**src/rtl/psd_pkg.sv**
```systemverilog
package psd_pkg;

    typedef enum logic [1:0] {
        ST_IDLE    = 2'd0,
        ST_SWALLOW = 2'd1,
        ST_PLAIN   = 2'd2
    } psd_state_e;

endpackage

```
**src/rtl/psd_cfg_gate.sv**
```systemverilog
module psd_cfg_gate #(
    parameter int SW_W = 7,
    parameter int MN_W = 11,
    parameter int MIN_MAIN = 3
) (
    input  logic            clk,
    input  logic            rst_n,
    input  logic            load,
    input  logic            mod_sel,
    input  logic [SW_W-1:0] swallow_in,
    input  logic [MN_W-1:0] main_in,
    input  logic            consume,
    output logic            pend_valid,
    output logic [SW_W-1:0] pend_a,
    output logic [MN_W-1:0] pend_n,
    output logic            pend_big,
    output logic            cfg_err
);

    localparam int PAD_W = MN_W - SW_W;
    localparam logic [MN_W-1:0] N_FLOOR = MN_W'(MIN_MAIN);

    logic legal_c;

    always_comb begin
        legal_c = (main_in >= N_FLOOR) && ({{PAD_W{1'b0}}, swallow_in} < main_in);
    end

    always_ff @(posedge clk or negedge rst_n) begin
        if (!rst_n) begin
            pend_valid <= 1'b0;
            pend_a     <= '0;
            pend_n     <= '0;
            pend_big   <= 1'b0;
            cfg_err    <= 1'b0;
        end else begin
            if (load && legal_c) begin
                pend_valid <= 1'b1;
                pend_a     <= swallow_in;
                pend_n     <= main_in;
                pend_big   <= ~mod_sel;
                cfg_err    <= 1'b0;
            end else begin
                if (load) begin
                    cfg_err <= 1'b1;
                end
                if (consume) begin
                    pend_valid <= 1'b0;
                end
            end
        end
    end

endmodule

```
**src/rtl/psd_prescaler.sv**
```systemverilog
module psd_prescaler #(
    parameter int SMALL_LOG2 = 6
) (
    input  logic clk,
    input  logic rst_n,
    input  logic run,
    input  logic reload,
    input  logic big_mod,
    input  logic wide,
    output logic tick
);

    localparam int CNT_W = SMALL_LOG2 + 2;
    localparam logic [CNT_W-1:0] SMALL_M = CNT_W'(1 << SMALL_LOG2);
    localparam logic [CNT_W-1:0] BIG_M   = CNT_W'(1 << (SMALL_LOG2 + 1));
    localparam logic [CNT_W-1:0] ONE     = CNT_W'(1);

    logic [CNT_W-1:0] cnt_q;
    logic [CNT_W-1:0] base_c;
    logic [CNT_W-1:0] start_val_c;

    always_comb begin
        base_c      = big_mod ? BIG_M : SMALL_M;
        start_val_c = wide ? base_c : (base_c - ONE);
        tick        = run && (cnt_q == '0);
    end

    always_ff @(posedge clk or negedge rst_n) begin
        if (!rst_n) begin
            cnt_q <= '0;
        end else if (reload) begin
            cnt_q <= start_val_c;
        end else if (run) begin
            cnt_q <= cnt_q - ONE;
        end
    end

endmodule

```
**src/rtl/psd_seq.sv**
```systemverilog
module psd_seq
    import psd_pkg::*;
#(
    parameter int SW_W = 7,
    parameter int MN_W = 11
) (
    input  logic            clk,
    input  logic            rst_n,
    input  logic            tick,
    input  logic            pend_valid,
    input  logic [SW_W-1:0] pend_a,
    input  logic [MN_W-1:0] pend_n,
    input  logic            pend_big,
    output logic            run,
    output logic            reload,
    output logic            big_now,
    output logic            wide_next,
    output logic            consume,
    output logic            cmp_pulse,
    output logic            mod_ctrl
);

    localparam logic [MN_W-1:0] N_ONE = MN_W'(1);
    localparam logic [SW_W-1:0] A_ONE = SW_W'(1);

    psd_state_e      st_q, st_d;
    logic [SW_W-1:0] a_q, a_d;
    logic [MN_W-1:0] n_q, n_d;
    logic [SW_W-1:0] act_a_q;
    logic [MN_W-1:0] act_n_q;
    logic            act_big_q;

    logic            last_c, start_c;
    logic [SW_W-1:0] use_a;
    logic [MN_W-1:0] use_n;
    logic            use_big;

    // next-state logic
    always_comb begin
        last_c  = (st_q != ST_IDLE) && tick && (n_q == N_ONE);
        start_c = ((st_q == ST_IDLE) && pend_valid) || last_c;
        use_a   = pend_valid ? pend_a   : act_a_q;
        use_n   = pend_valid ? pend_n   : act_n_q;
        use_big = pend_valid ? pend_big : act_big_q;
        st_d = st_q;
        a_d  = a_q;
        n_d  = n_q;
        if (start_c) begin
            st_d = (use_a != '0) ? ST_SWALLOW : ST_PLAIN;
            a_d  = use_a;
            n_d  = use_n;
        end else begin
            unique case (st_q)
                ST_IDLE: begin
                    st_d = ST_IDLE;
                end
                ST_SWALLOW: begin
                    if (tick) begin
                        n_d = n_q - N_ONE;
                        a_d = a_q - A_ONE;
                        if (a_q == A_ONE) begin
                            st_d = ST_PLAIN;
                        end
                    end
                end
                ST_PLAIN: begin
                    if (tick) begin
                        n_d = n_q - N_ONE;
                    end
                end
                default: begin
                    st_d = ST_IDLE;
                end
            endcase
        end
    end

    // state register
    always_ff @(posedge clk or negedge rst_n) begin
        if (!rst_n) begin
            st_q      <= ST_IDLE;
            a_q       <= '0;
            n_q       <= '0;
            act_a_q   <= '0;
            act_n_q   <= '0;
            act_big_q <= 1'b0;
        end else begin
            st_q <= st_d;
            a_q  <= a_d;
            n_q  <= n_d;
            if (start_c) begin
                act_a_q   <= use_a;
                act_n_q   <= use_n;
                act_big_q <= use_big;
            end
        end
    end

    // outputs
    always_comb begin
        run       = (st_q != ST_IDLE);
        reload    = start_c || tick;
        big_now   = start_c ? use_big : act_big_q;
        wide_next = (st_d == ST_SWALLOW);
        consume   = start_c && pend_valid;
        cmp_pulse = last_c;
        mod_ctrl  = (st_q == ST_SWALLOW);
    end

endmodule

```
**src/rtl/psd_divider.sv**
```systemverilog
module psd_divider #(
    parameter int SW_W       = 7,
    parameter int MN_W       = 11,
    parameter int SMALL_LOG2 = 6,
    parameter int MIN_MAIN   = 3
) (
    input  logic            clk,
    input  logic            rst_n,
    input  logic            load,
    input  logic            mod_sel,
    input  logic [SW_W-1:0] swallow_in,
    input  logic [MN_W-1:0] main_in,
    output logic            cmp_pulse,
    output logic            mod_ctrl,
    output logic            cfg_err
);

    logic            pend_valid;
    logic [SW_W-1:0] pend_a;
    logic [MN_W-1:0] pend_n;
    logic            pend_big;
    logic            consume;
    logic            run, reload, big_now, wide_next, tick;

    psd_cfg_gate #(.SW_W(SW_W), .MN_W(MN_W), .MIN_MAIN(MIN_MAIN)) u_gate (
        .clk        (clk),
        .rst_n      (rst_n),
        .load       (load),
        .mod_sel    (mod_sel),
        .swallow_in (swallow_in),
        .main_in    (main_in),
        .consume    (consume),
        .pend_valid (pend_valid),
        .pend_a     (pend_a),
        .pend_n     (pend_n),
        .pend_big   (pend_big),
        .cfg_err    (cfg_err)
    );

    psd_seq #(.SW_W(SW_W), .MN_W(MN_W)) u_seq (
        .clk        (clk),
        .rst_n      (rst_n),
        .tick       (tick),
        .pend_valid (pend_valid),
        .pend_a     (pend_a),
        .pend_n     (pend_n),
        .pend_big   (pend_big),
        .run        (run),
        .reload     (reload),
        .big_now    (big_now),
        .wide_next  (wide_next),
        .consume    (consume),
        .cmp_pulse  (cmp_pulse),
        .mod_ctrl   (mod_ctrl)
    );

    psd_prescaler #(.SMALL_LOG2(SMALL_LOG2)) u_pre (
        .clk     (clk),
        .rst_n   (rst_n),
        .run     (run),
        .reload  (reload),
        .big_mod (big_now),
        .wide    (wide_next),
        .tick    (tick)
    );

endmodule

```
**config.mk**
```make
export PLATFORM = sky130hd
export DESIGN_NAME = psd_divider
export DESIGN_NICKNAME = d
export VERILOG_FILES = /design/src/rtl/psd_pkg.sv /design/src/rtl/psd_cfg_gate.sv /design/src/rtl/psd_prescaler.sv /design/src/rtl/psd_seq.sv /design/src/rtl/psd_divider.sv
export SDC_FILE = /design/constraint.sdc
export NUM_CORES = 1
export LEC_CHECK = 0
export BUFFER_PORTS_ARGS = -buffer_cell sky130_fd_sc_hd__buf_2
export CORE_ASPECT_RATIO = 0.9
export CORE_MARGIN = 2
export CORE_UTILIZATION = 56
export DETAILED_ROUTE_END_ITERATION = 12
export GPL_ROUTABILITY_DRIVEN = 0
export PLACE_DENSITY = 0.74
export SYNTH_ARGS = -nofsm -noshare
export SYNTH_HDL_FRONTEND = slang
export SYNTH_HIERARCHICAL = 1
export SYNTH_SLANG_ARGS = --single-unit
```
**constraint.sdc**
```tcl
create_clock -name clk -period 7.1 [get_ports clk]
set_clock_uncertainty 0.1 [all_clocks]
set_input_delay 0.71 -clock clk [delete_from_list [all_inputs] [get_ports clk]]
set_output_delay 0.71 -clock clk [all_outputs]
set_load 0.01 [all_outputs]
```
==> impl_metrics.csv <==
group,metric,value,unit
clock_tree,post_cts_resized,0,
clock_tree,clk_pin_slew,0.07,ns
synth,ys_seq_area_share,41.1,%
synth,synth.distinct_cells,65,
worst_setup_path,start_kind,"flop",
sta,hold_viol,0,
clock_tree,postCtsSetupRepairBufs,0,
synth,avgSynthCellArea,9.90,µm²
drt,detail_route.wirelength,9150,µm
sta,tns,0,ns
final_layout,layout.nets,475,
grt,grt_pass1_wl,15800,µm
grt,grt_antenna_before_repair,0,
drt,vias_per_cell,6.21,
final_layout,drive_gt1_share,15.2,%
final_layout,final_common_cell,"dfrtp_1",
synth,synth-edff-count,0,
floorplan,core,7110,µm²
floorplan,die_w,94.6,µm
worst_setup_path,critical-path-slowest-cell,"dfrtp_1",
sta,timing.final.crit_period,3.76,ns
sta,finalSetupViolCount,0,
synth,async_flop_share,100,%
sta,slew_headroom,43.1,%
min_path,worstHoldStart,"u_seq/act_n_q[8]",
sta,fmax,266,MHz
drt,num_vias,3317,
synth,synth-main-ff-cell,"dfrtp_1",
synth,yosysWarningCount,6,
worst_setup_path,cp_max_fo,41,
final_layout,diodes,0,
place,placed_area,4310,µm²
worst_setup_path,worstPathArrival,3.90,ns
worst_setup_path,crit_start,"u_seq/st_q[0]",
clock_tree,clock_path_buffers,2,
power_and_ir_drop,finalPower,1.63,mW
grt,grt_max_degree,69,
drt,drc,0,
synth,synth_seq_cells,68,
worst_setup_path,crit_chain,"inv_1, ha_1, inv_1, nor3b_4, and4_1, nor3b_1, nand4_1, o21ai_2, buf_4, nor2_1, a41o_1, ha_1, nand2b_1, o31a_1",
grt,grt_use_total,24.7,%
clock_tree,root_buffer,"clkbuf_8",
floorplan,pin_count,25,
drt,drtIter0Drc,226,
floorplan,placementRows,29,
final_layout,fin_cells,534,
synth,synth_fp_nets,457,
drt,ant_nets,0,
synth,syn_inst,418,
final_layout,final_cell_mix,"68 x dfrtp_1, 37 x nand2_1, 30 x inv_1",
outcome,status,"finished clean",
clock_tree,h-tree-depth,3,
power_and_ir_drop,power.leakage,2.05,nW
sta,grt_setup_unrepaired,"false",
place,io_buffers,24,
clock_tree,cts_tree,"done",
sta,holdWs,0.397,ns
synth,syn-cell-area,4140,µm²
clock_tree,cts_hold_buf,0,
sta,tightest_slew,0.854,ns
place,dp_hpwl,6340,µm
drt,firstDrtPassIters,4,
final_layout,final_cell_area,4510,µm²
final_layout,syn_to_final_growth,9.07,%
worst_setup_path,reg2reg_depth,14,
place,placedCellCount,518,
worst_setup_path,r2r-start,"u_seq/st_q[0]",
clock_tree,cts_buffers,9,
worst_setup_path,slowest_delay,0.39,ns
flow_run,timing.max_cap.violations,0,
floorplan,floorplan.initialDensity,58.2,%
worst_setup_path,critPathKind,"flop to flop",
power_and_ir_drop,pwr_density_cell,362,nW/µm²
grt,grt_pass1_vias,3312,
sta,post-route-period-util,53.0,%
power_and_ir_drop,ir_drop,0.131,mV
min_path,hold_path_class,"flop to flop",
worst_setup_path,cp-end-kind,"flop",
floorplan,die-area,8100,µm²
sta,drv_slew,0,
min_path,worstHoldPathCells,1,
clock_tree,clock_latency,0.34,ns
worst_setup_path,cp_data_required_time,7.24,ns
drt,avgRoutedWirePerCell,17.1,µm
final_layout,final.fill_count,606,
clock_tree,cts.sinks,68,
grt,gr-total-overflow,0,
floorplan,die_y,85.6,µm
cell type report:
cell class              count  area (µm²)  share of cell area [%]
inverters                  31         116                    2.58
clock inverters             4        47.5                    1.05
multi-input cells         297        2220                    49.2
well taps                  93         116                    2.58
flip-flops and latches     68        1700                    37.7
repair buffers             29         158                    3.49
clock buffers              12         155                    3.44
critical path, delay by kind of cell (launching register included):
| family | cells | cell delay [ns] |
|---|---|---|
| compound gates | 3 | 0.59 |
| fa+ha+maj | 2 | 0.44 |
| buf+inv | 3 | 0.68 |
| flops | 1 | 0.39 |
| simple gates | 6 | 1.45 |
stage by stage:
step,setup WS (ns),utilization (%)
2_1_floorplan,3.77,-
3_3_place_gp,3.51,60.6
3_5_place_dp,3.38,60.6
4_1_cts,3.36,63.5
5_1_grt,2.99,63.5
6_report,3.34,63.5
registers in the layout (all words and copies together), names as in the netlist, 2 cells and up:
name / count
u_seq/st_q: 2
u_seq/a_q: 7
u_seq/n_q: 11
u_gate/pend_a: 7
u_seq/act_a_q: 7
u_pre/cnt_q: 8
u_seq/act_n_q: 11
u_gate/pend_n: 11
routing by layer:
layer	vias to the layer above	wire length, µm	GRT usage [%]
li1	1594	-	-
met1	1609	4230	33.9
met2	102	4320	39.4
met3	12	470	5.71
met4	0	135	6.85
met5	-	0	0
cells by family after synthesis:
logic type                 count (synthesis)  share of synthesized area [%]
muxes                                     34                           9.61
AOI/OAI and AO/OA                        120                           21.2
DFF                                       68                           41.1
buffers and inverters                     53                           5.41
and+or+nand+nor                          113                           14.8
xor gates and xnor gates                  13                           2.75
adders and majority gates                 17                           5.14
cells in the mapped netlist (3+ instances only):
cell type	instances	area share, %
buf_2	5	0.60
mux2i_1	15	3.6
o31a_1	3	0.63
a21o_1	3	0.54
and2_1	3	0.45
nor4_1	8	1.2
o311ai_0	12	2.5
a21oi_1	28	3.4
o211ai_1	14	2.5
o21a_1	3	0.54
xnor2_1	10	2.1
nand3_1	5	0.60
mux2_1	8	2.2
clkbuf_1	12	1.1
a32o_1	5	1.2
buf_4	3	0.54
ha_1	17	5.1
o22ai_1	15	2.3
nand2b_1	6	0.91
mux2_4	9	3.3
a31oi_1	11	1.7
nor2_1	19	1.7
nand4_1	7	1.1
nand2_1	37	3.4
inv_1	30	2.7
a21boi_0	5	0.91
dfrtp_1	68	41
nor3_1	9	1.1
xor2_1	3	0.63
where the power goes:
group	total, mW	switching, mW	internal, mW
clock network	0.325	0.145	0.180
registers	0.669	0.133	0.536
logic	0.639	0.344	0.296
path summary, 6_finish.rpt:
path	end	slack (ns)
min in group asynchronous	u_seq/n_q[7]	0.45
setup / recovery	u_pre/cnt_q[7]	3.34
hold reg to reg	u_seq/act_n_q[8]	0.40
hold / removal	u_seq/act_n_q[8]	0.40
setup reg to reg	u_pre/cnt_q[7]	3.34
max in group asynchronous	u_seq/act_a_q[0]	5.89
Note: power is estimated with default switching activity, not from simulation.
